## config.mk

```make
export PLATFORM = sky130hd
export DESIGN_NAME = osr_averager
export DESIGN_NICKNAME = d
export VERILOG_FILES = /design/src/rtl/osr_avg_pkg.sv /design/src/rtl/osr_ratio_dec.sv /design/src/rtl/osr_scale.sv /design/src/rtl/osr_lane.sv /design/src/rtl/osr_averager.sv
export SDC_FILE = /design/constraint.sdc
export NUM_CORES = 1
export LEC_CHECK = 0
export BUFFER_PORTS_ARGS = -buffer_cell sky130_fd_sc_hd__buf_4
export CORE_MARGIN = 5
export CORE_UTILIZATION = 35
export CTS_CLUSTER_SIZE = 10
export DETAILED_ROUTE_END_ITERATION = 10
export PLACE_DENSITY = 0.62
export SETUP_SLACK_MARGIN = 0.05
export SLEW_MARGIN = 10
export SYNTH_ARGS = -nofsm -noshare
export SYNTH_HDL_FRONTEND = slang
export SYNTH_SLANG_ARGS = --single-unit
export TNS_END_PERCENT = 50
```

## constraint.sdc

```tcl
create_clock -name clk -period 3.1 [get_ports clk]
set_input_delay 0.31 -clock clk [delete_from_list [all_inputs] [get_ports clk]]
set_output_delay 0.31 -clock clk [all_outputs]
set_load 0.02 [all_outputs]
```

## src/rtl/osr_avg_pkg.sv

```systemverilog
package osr_avg_pkg;
    localparam int MAX_LOG2 = 5;
    localparam int BOOST_W  = 2;

    // Codes above the largest supported one fold back to ratio 1.
    function automatic logic [2:0] code_to_shift(input logic [2:0] code);
        return (code <= 3'(MAX_LOG2)) ? code : 3'd0;
    endfunction
endpackage

```

## src/rtl/osr_ratio_dec.sv

```systemverilog
module osr_ratio_dec
    import osr_avg_pkg::*;
#(
    parameter int CNT_W = MAX_LOG2
) (
    input  logic [2:0]       ratio_code,
    output logic [2:0]       shift,
    output logic [CNT_W-1:0] last_idx
);
    always_comb begin
        shift    = code_to_shift(ratio_code);
        last_idx = CNT_W'((32'd1 << shift) - 32'd1);
    end
endmodule

```

## src/rtl/osr_scale.sv

```systemverilog
module osr_scale
    import osr_avg_pkg::*;
#(
    parameter int ACC_W = 22,
    parameter int OUT_W = 18
) (
    input  logic [ACC_W-1:0] sum,
    input  logic [2:0]       shift,
    input  logic             boost,
    output logic [OUT_W-1:0] result
);
    logic signed [ACC_W+BOOST_W-1:0] wide;
    logic signed [ACC_W+BOOST_W-1:0] shifted;

    always_comb begin
        if (boost)
            wide = {sum, {BOOST_W{1'b0}}};
        else
            wide = {{BOOST_W{sum[ACC_W-1]}}, sum};
        shifted = wide >>> shift;
        result  = shifted[OUT_W-1:0];
    end
endmodule

```

## src/rtl/osr_lane.sv

```systemverilog
module osr_lane #(
    parameter int DATA_W = 16,
    parameter int ACC_W  = 22,
    parameter int OUT_W  = 18
) (
    input  logic              clk,
    input  logic              rst_n,
    input  logic              take,
    input  logic              last,
    input  logic              flush,
    input  logic [DATA_W-1:0] sample,
    input  logic [2:0]        shift,
    input  logic              boost,
    output logic [OUT_W-1:0]  res
);
    typedef struct packed {
        logic [ACC_W-1:0] acc;
        logic [OUT_W-1:0] res;
    } lane_t;

    lane_t lane_d, lane_q;
    logic [ACC_W-1:0] sum_next;
    logic [OUT_W-1:0] scaled;

    assign sum_next = lane_q.acc + {{(ACC_W-DATA_W){sample[DATA_W-1]}}, sample};

    osr_scale #(.ACC_W(ACC_W), .OUT_W(OUT_W)) u_scale (
        .sum    (sum_next),
        .shift  (shift),
        .boost  (boost),
        .result (scaled)
    );

    always_comb begin
        lane_d = lane_q;
        if (flush) begin
            lane_d.acc = '0;
        end else if (take) begin
            if (last) begin
                lane_d.acc = '0;
                lane_d.res = scaled;
            end else begin
                lane_d.acc = sum_next;
            end
        end
    end

    always_ff @(posedge clk) begin
        if (!rst_n) lane_q <= '0;
        else        lane_q <= lane_d;
    end

    assign res = lane_q.res;
endmodule

```

## src/rtl/osr_averager.sv

```systemverilog
module osr_averager
    import osr_avg_pkg::*;
#(
    parameter int NUM_CH = 4,
    parameter int DATA_W = 16,
    localparam int ACC_W = DATA_W + MAX_LOG2 + 1,
    localparam int OUT_W = DATA_W + BOOST_W,
    localparam int CNT_W = MAX_LOG2
) (
    input  logic                     clk,
    input  logic                     rst_n,
    input  logic                     smp_valid,
    input  logic [NUM_CH*DATA_W-1:0] smp_data,
    input  logic [2:0]               ratio_code,
    input  logic                     boost_en,
    input  logic                     flush,
    output logic                     avg_valid,
    output logic [NUM_CH*OUT_W-1:0]  avg_data
);
    typedef struct packed {
        logic [CNT_W-1:0] count;
        logic             done;
    } ctl_t;

    ctl_t ctl_d, ctl_q;
    logic [2:0]       shift;
    logic [CNT_W-1:0] last_idx;
    logic             take;
    logic             last;

    osr_ratio_dec #(.CNT_W(CNT_W)) u_dec (
        .ratio_code (ratio_code),
        .shift      (shift),
        .last_idx   (last_idx)
    );

    // A ratio lowered mid-group closes the group on the next sample.
    assign take = smp_valid && !flush;
    assign last = ctl_q.count >= last_idx;

    always_comb begin
        ctl_d      = ctl_q;
        ctl_d.done = 1'b0;
        if (flush) begin
            ctl_d.count = '0;
        end else if (take) begin
            if (last) begin
                ctl_d.count = '0;
                ctl_d.done  = 1'b1;
            end else begin
                ctl_d.count = ctl_q.count + 1'b1;
            end
        end
    end

    always_ff @(posedge clk) begin
        if (!rst_n) ctl_q <= '0;
        else        ctl_q <= ctl_d;
    end

    for (genvar g = 0; g < NUM_CH; g++) begin : g_lane
        osr_lane #(.DATA_W(DATA_W), .ACC_W(ACC_W), .OUT_W(OUT_W)) u_lane (
            .clk    (clk),
            .rst_n  (rst_n),
            .take   (take),
            .last   (last),
            .flush  (flush),
            .sample (smp_data[g*DATA_W +: DATA_W]),
            .shift  (shift),
            .boost  (boost_en),
            .res    (avg_data[g*OUT_W +: OUT_W])
        );
    end

    assign avg_valid = ctl_q.done;
endmodule

```

==> impl_summary.txt, run 1 <==
----------------------------------------------------
[Run status]
  Outcome ... completed

[Synth]
  Post-synthesis simple-gate area fraction ... a little over a fifth
  Mean cell area of the mapped netlist ... about 7.5 µm²
  Count of mapped cells out of synthesis ... 2129
  Portion of the post-synthesis area used by sequential elements ... 20.81%
  Adder-cell share of the synthesized area ... 7.630%
  Cell types occupying the most area after synthesis ... sky130_fd_sc_hd__dfxtp_1 21%, sky130_fd_sc_hd__ha_1 7.1%, sky130_fd_sc_hd__a21oi_1 6.2%
  Combinational family with the most area after synthesis ... compound AO/OA/AOI/OAI gates
  Number of distinct library cell variants in the gate-level netlist after synthesis ... ~110
  Number of enable flip-flop cells after synthesis ... 0
  Fraction of synthesis flops using an asynchronous set or reset pin ... 0%
  Xor-xnor portion of the synthesized cell area ... between 3 and 4%
  Top-area cell type share of the netlist area ... 20.81%
  Most area-hungry cell type in the Yosys netlist ... sky130_fd_sc_hd__dfxtp_1
  Number of synthesized register bits ... ~170
  Net Count, Synth ... 2296
  Number of warnings reported in the yosys synthesis log ... 0
  Compound-cell area share of the yosys netlist ... a little under a third
  Multiplexer area fraction after synthesis ... 7.520%
  Top FF cell, synth ... sky130_fd_sc_hd__dfxtp_1
  Post-synthesis instance area ... around 16000 µm²

[Cells and area]
  Post-Route Utilization ... between 40% and 50%
  Filler Cells Inserted ... between 4000 and 5000
  Post-layout net count ... roughly 2600
  Leading cell types in the layout, fill and taps excluded ... 461 x sky130_fd_sc_hd__buf_4, 244 x sky130_fd_sc_hd__nand2_1, 190 x sky130_fd_sc_hd__nor2_1
  Leading cell type in the layout, fill and taps excluded ... sky130_fd_sc_hd__buf_4
  Post-route design area ... ~21000 µm²
  Ratio of cells with drive above 1 in the final layout ... roughly 30%
  Layout Area Growth over Synthesis ... 28.44%

[Routing]
  Routed vias ... about 18000
  Length of routed wiring on met1 ... about 30000 µm
  Via-per-instance ratio ... 5.948
  Detailed route wirelength on metal3 ... ~6300 µm
  Drt wl/cell ... roughly 22 µm
  First-iteration detailed-routing DRC count ... 1888
  Drt pass-1 iters ... 6
  Top sig layer ... met4
  DRT Wirelength ... around 66000 µm
  # DRC ... 0
  Met2 wire length ... about 29000 µm
  Number of routed nets with antenna violations ... 0

[Pwr]
  Total power ... approximately 7.0 mW
  Leak ... ~8.6 nW
  Power Dens Cells ... about 340 nW/µm²
  Peak supply drop ... 0.0003790 V

[Global route]
  Via count of the first global-routing pass ... 16860
  Maximum number of pins on one net before global-route repair ... between 60 and 70
  Antenna violations before repair ... 1
  Total global-route track usage ... between 20 and 30%
  Wire length of the first global-routing pass ... around 100000 µm
  Grt ovf ... 0

[Clocking]
  Clock buffer count from CTS ... 17
  CTS tree ... built
  Number of H-tree levels ... 4
  Longest Clk Path Bufs ... 2
  Count of hold-fix buffers inserted at cts ... 0
  Master cell of the clock root buffer ... sky130_fd_sc_hd__clkbuf_16
  Clock slew seen by the registers of the worst setup and hold paths ... ~0.08 ns
  Worst skew pair latency ... 0.49 ns
  CTS sink cnt ... 166

[Critical path]
  Capture point of the worst reg-to-reg path ... g_lane[3].u_lane.res[15]
  R2R depth ... 13
  CP startpoint kind ... flip-flop
  Type of the setup path with the least slack ... flip-flop to flip-flop
  Launching point of the worst reg2reg path ... g_lane[3].u_lane.lane_q[18]
  Start point of the critical path ... g_lane[3].u_lane.lane_q[18]
  Biggest fanout along the worst timing path ... 4
  Setup slack of the most critical reg-to-reg path ... 0.08 ns
  Endpoint type of the worst setup path ... flip-flop
  Arrival time of data at the critical path endpoint ... around 3.4 ns
  Endpoint required time on the critical path ... between 3 and 4 ns

[Floorplanning]
  Die height ... 223.6 µm
  Initial Utilization ... between 30% and 40%
  # rows ... 78
  DIE AREA ... roughly 50000 µm²
  Width of the die ... ~220 µm
  IO Pins ... ~150
  Placeable core region ... 45280 µm²

[Timing]
  Final period util ... 97.39%
  Achievable Freq ... ~0.33 GHz
  Worst clock skew ... about 0.014 ns
  Final hold viol count ... 0
  Setup repair after global routing missed its margin ... true
  Pin slew with the least headroom to its limit ... approximately 1 ns
  Max-slew violation count ... 0
  Final Critical Period ... a little over 3 ns
  Final number of setup-violating endpoints ... 0
  Headroom to the max-slew limit ... between 30 and 40%

[Min path]
  Launch instance of the worst min-delay path ... smp_data[47]
  Class of the tightest hold or removal check ... primary input to flip-flop
  Hold Crit Endpoint ... g_lane[2].u_lane.lane_q[39]
  Cells on Worst Hold Path ... 4

[Place]
  Placer's final routability congestion estimate ... approximately 1
  Detailed placement HPWL ... ~50000 µm
  Post-detailed-placement cell area ... between 15000 and 20000 µm²
  I/O Buffers ... 144

[Job]
  Maxcap violations ... 0

----------------------------------------------------
==> power by group <==
group	internal (mW)	total (mW)	switching, mW
clock	1.07	2.10	1.04
combinational	1.10	2.63	1.53
sequential	2.18	2.22	0.0369
==> layout make-up <==
type | count | area [µm²] | area share, %
Multi-Input combinational cell | 1706 | 12170 | 59.33
Timing Repair Buffer | 467 | 3572 | 17.41
Sequential cell | 166 | 3327 | 16.22
Tap cell | 600 | 750.7 | 3.659
Clock buffer | 25 | 475.5 | 2.318
Inverter | 44 | 167.7 | 0.8173
Clock inverter | 7 | 48.80 | 0.2379
Antenna cell | 1 | 2.502 | 0.01220
==> registers in the layout (all words and copies together) (netlist names) <==
register / cells
g_lane.u_lane.lane_q: 88
g_lane.u_lane.res: 72
ctl_q: 5
avg_valid: 1
==> logic make-up (layout without fill, tap and decap cells) <==
family          after synthesis  count (layout)
simple gates                741             741
compound gates              718             718
buf+inv                     257             543
flops                       166             166
fa+ha+maj                    95              95
mux                          87              87
xor+xnor                     65              65
other cells                   0               1
==> per-layer routing <==
layer,track usage (%),up-vias
met2,37.10,777
met1,35.72,8648
met4,7.708,0
li1,-,8422
met3,7.417,93
met5,0,-
==> synth_stat cells, drive strengths merged (9+ instances only) <==
cell type,count
o221ai,13
o21ai,126
inv,42
a31o,9
a2111oi,13
clkbuf,112
nor2b,12
a22oi,29
o31ai,13
nand2,245
nand4,17
nor2,196
mux2,14
nor3,49
buf,101
a221oi,15
a32o,9
and2,30
mux4,25
xor2,26
and3,16
xnor2,39
a31oi,31
or3,13
a22o,9
dfxtp,166
a21oi,201
a211o,13
a21o,42
o21a,13
nand3,100
mux2i,48
a211oi,38
nand2b,20
o22ai,14
ha,91
o211ai,39
==> per-stage QoR <==
| stage | TNS [ns] | instances | hold slack, ns | setup slack, ns |
|---|---|---|---|---|
| floorplan | 0 | 2129 | 0.4211 | 0.07936 |
| global placement | -1.914 | 2961 | 0.4431 | -0.1723 |
| detailed placement | -4.305 | 2961 | 0.4485 | -0.2125 |
| CTS | -0.002434 | 2998 | 0.2385 | -0.002434 |
| global route | -0.03996 | 3015 | 0.2705 | -0.03376 |
| finish | 0 | 3016 | 0.2814 | 0.08084 |
==> worst max path at each step <==
stage                                          end  cells past startpoint  slack, ns
after detailed placement  g_lane[1].u_lane.res[13]                     14      -0.21
after floorplan           g_lane[0].u_lane.res[15]                     14       0.08
after global placement    g_lane[1].u_lane.res[13]                     14      -0.17
after global routing      g_lane[2].u_lane.res[17]                     14      -0.03
after CTS                 g_lane[0].u_lane.res[15]                     11     -0.002
final                     g_lane[3].u_lane.res[15]                     13       0.08
==> timing repair <==
| item | CTS | global route |
|---|---|---|
| buffers inserted | 5 | 17 |
| cloned | 0 | 0 |
| gates resized for setup | 47 | 135 |
| pin swaps | 17 | 49 |
| setup endpoints to repair | 44 | 63 |
==> worst max-delay path, cell delays in order, from the launching register on <==
cell                       delay (ns)
sky130_fd_sc_hd__dfxtp_2         0.34
sky130_fd_sc_hd__ha_2            0.17
sky130_fd_sc_hd__inv_1           0.05
sky130_fd_sc_hd__fa_2            0.35
sky130_fd_sc_hd__nand2b_4        0.17
sky130_fd_sc_hd__a21o_1          0.17
sky130_fd_sc_hd__buf_4           0.15
sky130_fd_sc_hd__a211oi_2        0.23
sky130_fd_sc_hd__o41a_1          0.23
sky130_fd_sc_hd__o21ai_1         0.13
sky130_fd_sc_hd__and2_1          0.20
sky130_fd_sc_hd__mux2i_1         0.22
sky130_fd_sc_hd__a32o_1          0.31
sky130_fd_sc_hd__o221ai_1        0.16
Note: power is estimated with default switching activity, not from simulation.
==> run 2: changes to the inputs <==
Settings changed: CAP_MARGIN from default to 20, CTS_BUF_LIST from default to sky130_fd_sc_hd__clkbuf_8.
==> run 2 against run 1 <==
Effect of this change:
- clock-buffer cell count fell by 6
- critical path depth shrank 1
- global-route usage about the same
- die area stayed put
- critical endpoint is now g_lane[2].u_lane.res[13]
- largest power group unchanged
- highest routed layer unchanged
==> impl_summary.txt, run 2 (same netlist as run 1, synthesis figures left out) <==
----------------------------------------------------
[Run status]
  Outcome ... completed

[Clocking]
  Clock buffer count from CTS ... 17 (unchanged)
  Longest Clk Path Bufs ... 2 (unchanged)
  CTS tree ... built
  Number of H-tree levels ... 4 (unchanged)
  Count of hold-fix buffers inserted at cts ... 0 (unchanged)
  Master cell of the clock root buffer ... sky130_fd_sc_hd__clkbuf_8
  Worst skew pair latency ... 0.59 ns (+0.10 ns)
  CTS sink cnt ... 166 (unchanged)
  Clock slew seen by the registers of the worst setup and hold paths ... 0.11 ns (+0.03 ns)

[Cells and area]
  Largest register FFs ... 88 (unchanged)
  Ratio of cells with drive above 1 in the final layout ... 29.38% (-0.31 points)
  Leading cell types in the layout, fill and taps excluded ... 465 x sky130_fd_sc_hd__buf_4, 244 x sky130_fd_sc_hd__nand2_1, 190 x sky130_fd_sc_hd__nor2_1
  Area used by sequential logic in the layout ... 3328 µm² (about the same)
  Layout Area Growth over Synthesis ... 27.32%
  Antenna diode count ... 0 (-1)
  Post-route design area ... 20340 µm² (-0.87%)
  Area of the multi-input gates ... 12140 µm² (-0.23%)
  Filler Cells Inserted ... 4566 (+0.13%)
  Leading cell type in the layout, fill and taps excluded ... sky130_fd_sc_hd__buf_4
  Post-layout net count ... 2574 (+0.19%)
  Register with the most flip-flops ... g_lane.u_lane.lane_q

[Timing]
  Worst clock skew ... 0.02222 ns (+0.007980 ns)
  Setup repair after global routing missed its margin ... true
  Post-route worst hold slack ... 0.1790 ns (-0.1024 ns)
  Final Critical Period ... 3.011 ns (-0.007785 ns)
  Achievable Freq ... 0.3321 GHz (+0.26%)
  Worst setup margin ... 0.08862 ns (+0.007785 ns)
  Final hold viol count ... 0 (unchanged)
  Max-slew violation count ... 0 (unchanged)
  Final number of setup-violating endpoints ... 0 (unchanged)
  Pin slew with the least headroom to its limit ... 1.009 ns (+0.008976 ns)
  Headroom to the max-slew limit ... 32.59% (-0.60 points)
  Final period util ... 97.14% (-0.25 points)

[Place]
  I/O Buffers ... 144 (unchanged)
  DP Worst Slack ... -0.2125 ns (unchanged)
  Placer's final routability congestion estimate ... 1.003 (unchanged)
  Detailed placement HPWL ... 50290 µm (unchanged)
  Post-detailed-placement cell area ... 19030 µm² (unchanged)

[Routing]
  # DRC ... 0 (unchanged)
  Number of routed nets with antenna violations ... 0 (unchanged)
  DRT Wirelength ... 66170 µm (-0.34%)
  First-iteration detailed-routing DRC count ... 1999 (+5.9%)
  Drt pass-1 iters ... 6 (unchanged)
  Routed vias ... 18040 (+0.55%)
  Via-per-instance ratio ... 5.973 (+0.42%)
  Drt wl/cell ... 21.91 µm (-0.47%)

[Min path]
  Class of the tightest hold or removal check ... primary input to flip-flop

[Global route]
  Wire length of the first global-routing pass ... 99620 µm (about the same)
  Via count of the first global-routing pass ... 16820 (-0.27%)
  Maximum number of pins on one net before global-route repair ... 63 (unchanged)
  Total global-route track usage ... 25.24% (about the same)
  Antenna violations before repair ... 0 (-1)
  Grt ovf ... 0 (unchanged)

[Critical path]
  Type of the setup path with the least slack ... flip-flop to flip-flop
  Launching point of the worst reg2reg path ... g_lane[2].u_lane.lane_q[26]
  Endpoint required time on the critical path ... 3.59 ns (+0.14 ns)
  Start point of the critical path ... g_lane[2].u_lane.lane_q[26]
  Capture point of the worst reg-to-reg path ... g_lane[2].u_lane.res[13]
  Arrival time of data at the critical path endpoint ... 3.50 ns (+0.13 ns)
  Endpoint of the worst setup timing path ... g_lane[2].u_lane.res[13]
  R2R depth ... 12 (-1)
  CP startpoint kind ... flip-flop
  Endpoint type of the worst setup path ... flip-flop
  Biggest fanout along the worst timing path ... 6 (+2)
  Setup slack of the most critical reg-to-reg path ... 0.09 ns (about the same)

[Pwr]
  Leak ... 8.549 nW (-0.44%)
  Peak supply drop ... 0.0003113 V (-18%)
  Power Dens Cells ... 314.1 nW/µm² (-7.3%)

[Floorplanning]
  # rows ... 78 (unchanged)
  Placeable core region ... 45280 µm² (unchanged)
  Width of the die ... 223.6 µm (unchanged)
  DIE AREA ... 50010 µm² (unchanged)
  Die height ... 223.6 µm (unchanged)
  Initial Utilization ... 35.27% (unchanged)
  IO Pins ... 145 (unchanged)

[Job]
  Maxcap violations ... 0 (unchanged)

----------------------------------------------------
-- run 2: critical path, cell delays in order, from the launching register on --
cell and delay, ns:
sky130_fd_sc_hd__dfxtp_1 0.35, sky130_fd_sc_hd__ha_4 0.28, sky130_fd_sc_hd__buf_4 0.12, sky130_fd_sc_hd__nand3_2 0.09, sky130_fd_sc_hd__or3_4 0.41, sky130_fd_sc_hd__a21o_4 0.22, sky130_fd_sc_hd__a211o_1 0.29, sky130_fd_sc_hd__nand4_4 0.14
sky130_fd_sc_hd__mux2_2 0.20, sky130_fd_sc_hd__mux2i_1 0.09, sky130_fd_sc_hd__buf_4 0.17, sky130_fd_sc_hd__a211o_1 0.30, sky130_fd_sc_hd__a32o_1 0.25
-- run 2: how the worst min path moves through the flow --
stage / startpoint / to / cells after the start
2_1_floorplan: g_lane[0].u_lane.res[15] / g_lane[0].u_lane.res[15] / 2
3_3_place_gp: g_lane[0].u_lane.lane_q[27] / g_lane[0].u_lane.lane_q[27] / 2
3_5_place_dp: g_lane[0].u_lane.lane_q[22] / g_lane[0].u_lane.lane_q[22] / 2
4_1_cts: rst_n / g_lane[0].u_lane.res[5] / 3
5_1_grt: rst_n / g_lane[2].u_lane.res[2] / 3
6_report: rst_n / g_lane[2].u_lane.res[17] / 3
-- run 2: routing by layer --
| metal | vias to the layer above | track usage [%] | wire length (µm) |
|---|---|---|---|
| met1 | 8655 | 35.81 | 29690 |
| met4 | 0 | 7.648 | 1608 |
| li1 | 8435 | - | - |
| met5 | - | 0 | 0 |
| met2 | 845 | 37.10 | 28140 |
| met3 | 104 | 7.338 | 6733 |
-- run 2: through the flow --
step	instances	setup TNS (ns)	utilization, %	total power, mW
after floorplan	2129	0	-	3.656
after global placement	2961	-1.914	42.03	4.627
after detailed placement	2961	-4.305	42.03	4.647
after CTS	2998	-0.005338	43.26	6.242
after global routing	3020	-0.07941	44.91	6.672
final	3020	0	44.91	6.387
-- run 2: power breakdown --
| group | switching [mW] | total, mW | leakage, nW | internal (mW) |
|---|---|---|---|---|
| clock | 0.979 | 1.56 | 0.193 | 0.577 |
| combinational | 1.52 | 2.62 | 7.01 | 1.10 |
| sequential | 0.0372 | 2.22 | 1.34 | 2.18 |
-- run 2: layout make-up --
| cell class | count | area share [%] |
|---|---|---|
| flip-flops and latches | 166 | 16.37 |
| well taps | 600 | 3.692 |
| repair buffers | 472 | 17.77 |
| inverters | 44 | 0.8245 |
| clock buffers | 19 | 1.286 |
| clock inverters | 13 | 0.3507 |
| multi-input cells | 1706 | 59.71 |
-- run 2: what timing repair did --
item / 4_1_cts / 5_1_grt
gates resized for setup: 46 / 123
gates cloned: 0 / 0
setup endpoints to repair: 44 / 64
setup buffers: 5 / 22
pin swaps: 18 / 36
==> run 3: changes to the inputs <==
Settings changed: CORE_ASPECT_RATIO from default to 0.8.
==> run 3 against run 2 <==
Effect of this change:
- sequential share of layout area down 0.37 points
- routed wire length up 1.2%
- flip-flop and latch count unchanged
- maximum frequency down 0.76%
- combinational power up 5%
- final cell count up 1.5%
- design area up 2.3%
- die area about the same
- critical path depth unchanged
- non-clock buffer count up 31
- largest cell class unchanged
- worst setup slack worse by 0.023 ns
- critical endpoint is now g_lane[2].u_lane.res[11]
==> impl_summary.txt, run 3 (same netlist as run 1, synthesis figures left out) <==
----------------------------------------------------
[Min path]
  Class of the tightest hold or removal check ... primary input to flip-flop
  Launch instance of the worst min-delay path ... rst_n

[Clocking]
  Worst skew pair latency ... 0.54 ns (-0.05 ns)
  Longest Clk Path Bufs ... 2 (unchanged)
  Clock slew seen by the registers of the worst setup and hold paths ... 0.11 ns (about the same)
  CTS sink cnt ... 166 (unchanged)
  Clock buffer count from CTS ... 17 (unchanged)
  Number of H-tree levels ... 4 (unchanged)
  Count of hold-fix buffers inserted at cts ... 0 (unchanged)
  CTS tree ... built
  Master cell of the clock root buffer ... sky130_fd_sc_hd__clkbuf_8

[Routing]
  Detailed route wirelength on metal3 ... 8140 µm (+21%)
  Routed vias ... 18270 (+1.3%)
  First-iteration detailed-routing DRC count ... 2105 (+5.3%)
  Length of routed wiring on met1 ... 31200 µm (+5.1%)
  Via-per-instance ratio ... 5.962 (-0.20%)
  # DRC ... 0 (unchanged)
  Drt wl/cell ... 21.86 µm (-0.25%)
  DRT Wirelength ... 66990 µm (+1.2%)
  Number of routed nets with antenna violations ... 0 (unchanged)
  Top sig layer ... met4
  Met2 wire length ... 26420 µm (-6.1%)
  Drt pass-1 iters ... 7 (+1)

[Timing]
  Worst clock skew ... 0.02416 ns (+0.001936 ns)
  Achievable Freq ... 0.3295 GHz (-0.76%)
  Pin slew with the least headroom to its limit ... 1.009 ns (-0.0002882 ns)
  Max-slew violation count ... 0 (unchanged)
  Setup repair after global routing missed its margin ... true
  Worst setup margin ... 0.06553 ns (-0.02309 ns)
  Final hold viol count ... 0 (unchanged)
  Post-route worst hold slack ... 0.2129 ns (+0.03389 ns)
  Headroom to the max-slew limit ... 32.52% (-0.070 points)
  Final Critical Period ... 3.034 ns (+0.02309 ns)
  Final period util ... 97.89% (+0.74 points)
  Final number of setup-violating endpoints ... 0 (unchanged)

[Critical path]
  Endpoint required time on the critical path ... 3.56 ns (-0.03 ns)
  Category of cells accounting for the largest share of critical-path delay ... compound AO/OA/AOI/OAI gates
  Capture point of the worst reg-to-reg path ... g_lane[2].u_lane.res[11]
  R2R depth ... 12 (unchanged)
  Crit-path most repeated cell ... sky130_fd_sc_hd__buf_4
  Combined buffer and inverter count along the critical path ... 2 (unchanged)
  Biggest fanout along the worst timing path ... 4 (-2)
  Setup slack of the most critical reg-to-reg path ... 0.07 ns (-0.02 ns)
  Endpoint of the worst setup timing path ... g_lane[2].u_lane.res[11]
  Launching point of the worst reg2reg path ... g_lane[2].u_lane.lane_q[27]
  Cell breakdown of the critical path ... ha_4 > buf_4 > nand3_2 > or3_4 > a21oi_2 > nor4_2 > buf_4 > a2111oi_4 > mux2i_2 > mux2_4 > o211a_1 > nor3_1
  Number of gates on the worst path with buffers counted ... 12 (unchanged)
  Start point of the critical path ... g_lane[2].u_lane.lane_q[27]
  Slowest stage cell, crit path ... sky130_fd_sc_hd__or3_4
  Endpoint type of the worst setup path ... flip-flop
  Critical Path Max Stage Delay ... 0.41 ns (about the same)
  Type of the setup path with the least slack ... flip-flop to flip-flop
  CP startpoint kind ... flip-flop
  Arrival time of data at the critical path endpoint ... 3.50 ns (about the same)

[Cells and area]
  Largest register FFs ... 88 (unchanged)
  Cell Count, Final, Fillers Out ... 3065 (+1.5%)
  Register with the most flip-flops ... g_lane.u_lane.lane_q
  Ratio of cells with drive above 1 in the final layout ... 31.25% (+1.9 points)
  Layout Area Growth over Synthesis ... 30.23%
  Post-layout net count ... 2605 (+1.2%)
  Leading cell type in the layout, fill and taps excluded ... sky130_fd_sc_hd__buf_4
  Leading cell types in the layout, fill and taps excluded ... 493 x sky130_fd_sc_hd__buf_4, 242 x sky130_fd_sc_hd__nand2_1, 191 x sky130_fd_sc_hd__nor2_1

[Job]
  Maxcap violations ... 0 (unchanged)

[Global route]
  Via count of the first global-routing pass ... 16870 (+0.30%)
  Grt ovf ... 0 (unchanged)
  Total global-route track usage ... 25.20% (-0.046 points)
  Maximum number of pins on one net before global-route repair ... 104 (+65%)
  Antenna violations before repair ... 1 (+1)
  Wire length of the first global-routing pass ... 100600 µm (+0.96%)

[Pwr]
  Switching Share ... 39.77% (+0.083 points)
  Register share of total power ... 33.3% (-1.4 points)
  Leak ... 8.751 nW (+2.4%)
  Gate power share ... 41.5% (+0.6 points)
  Peak supply drop ... 0.0002967 V (-4.7%)
  Internal Pwr Total ... 4.011 mW (+4.1%)
  Switching power of the nets ... 2.649 mW (+4.5%)
  Part of the power in the clock network ... 25.2% (+0.8 points)
  Power Dens Cells ... 320.2 nW/µm² (+1.9%)

[Place]
  Number of placed cells counting well taps ... 3013 (+1.8%)
  Detailed placement HPWL ... 51080 µm (+1.6%)
  I/O Buffers ... 144 (unchanged)
  Placer's final routability congestion estimate ... 0.9947 (-0.79%)
  DP Worst Slack ... -0.4301 ns (-0.2176 ns)

[Floorplanning]
  IO Pins ... 145 (unchanged)
  Placeable core region ... 45460 µm² (+0.38%)
  # rows ... 70 (-10%)
  Width of the die ... 248.8 µm (+11%)
  DIE AREA ... 50040 µm² (about the same)
  Initial Utilization ... 35.14% (-0.13 points)
  Die height ... 201.1 µm (-10%)

[Run status]
  Outcome ... completed

----------------------------------------------------
[run 3: layout make-up]
class | instances | area [µm²]
diodes | 2 | 5.005
clock buffers | 18 | 247.7
clock inverters | 14 | 135.1
fillers | 4510 | 24650
inverters | 44 | 167.7
multi-input cells | 1706 | 12260
flip-flops and latches | 166 | 3328
well taps | 612 | 765.7
repair buffers | 503 | 3891
[run 3: how the worst min path moves through the flow]
stage,endpoint,slack [ns],cells after the start
3_3_place_gp,g_lane[0].u_lane.lane_q[24],0.44,2
4_1_cts,g_lane[3].u_lane.res[6],0.17,3
6_report,g_lane[3].u_lane.res[6],0.21,3
5_1_grt,g_lane[3].u_lane.res[6],0.20,3
3_5_place_dp,g_lane[1].u_lane.lane_q[28],0.45,2
2_1_floorplan,g_lane[0].u_lane.res[15],0.42,2
[run 3: worst reg2reg max path: stages, from the launching register on]
cell,delay (ns)
sky130_fd_sc_hd__dfxtp_1,0.35
sky130_fd_sc_hd__ha_4,0.29
sky130_fd_sc_hd__buf_4,0.11
sky130_fd_sc_hd__nand3_2,0.08
sky130_fd_sc_hd__or3_4,0.41
sky130_fd_sc_hd__a21oi_2,0.17
sky130_fd_sc_hd__nor4_2,0.07
sky130_fd_sc_hd__buf_4,0.15
sky130_fd_sc_hd__a2111oi_4,0.40
sky130_fd_sc_hd__mux2i_2,0.20
sky130_fd_sc_hd__mux2_4,0.34
sky130_fd_sc_hd__o211a_1,0.23
sky130_fd_sc_hd__nor3_1,0.16
[run 3: layer usage]
metal | up-vias | global-route usage (%)
met5 | - | 0
met4 | 0 | 5.083
met3 | 94 | 9.184
met2 | 919 | 34.50
met1 | 8748 | 37.69
li1 | 8511 | -
[run 3: stage by stage]
step                      setup TNS, ns  area (µm²)  power (mW)  util, %
final                                 0       20800       6.660    45.76
after global routing            -0.3402       20800       6.945    45.75
after CTS                             0       19990       6.471    43.97
after detailed placement         -4.607       19390       4.748    42.66
after global placement           -2.384       19360       4.711    42.60
after floorplan                       0       15980       3.656        -
[run 3: repair_timing]
| item | in CTS | in global routing |
|---|---|---|
| resized for setup | 44 | 154 |
| buffers inserted | 3 | 16 |
| pin swaps | 17 | 67 |
| endpoints found under the hold margin | 0 | 0 |
| endpoints found under the setup margin | 39 | 65 |
[run 3: power groups by stage]
stage | registers (mW) | clock network [mW] | logic, mW
after detailed placement | 2.26 | 0 | 2.49
after floorplan | 2.25 | 0 | 1.41
final | 2.22 | 1.68 | 2.76
after global routing | 2.22 | 1.80 | 2.93
after CTS | 2.21 | 1.72 | 2.54
after global placement | 2.26 | 0 | 2.45
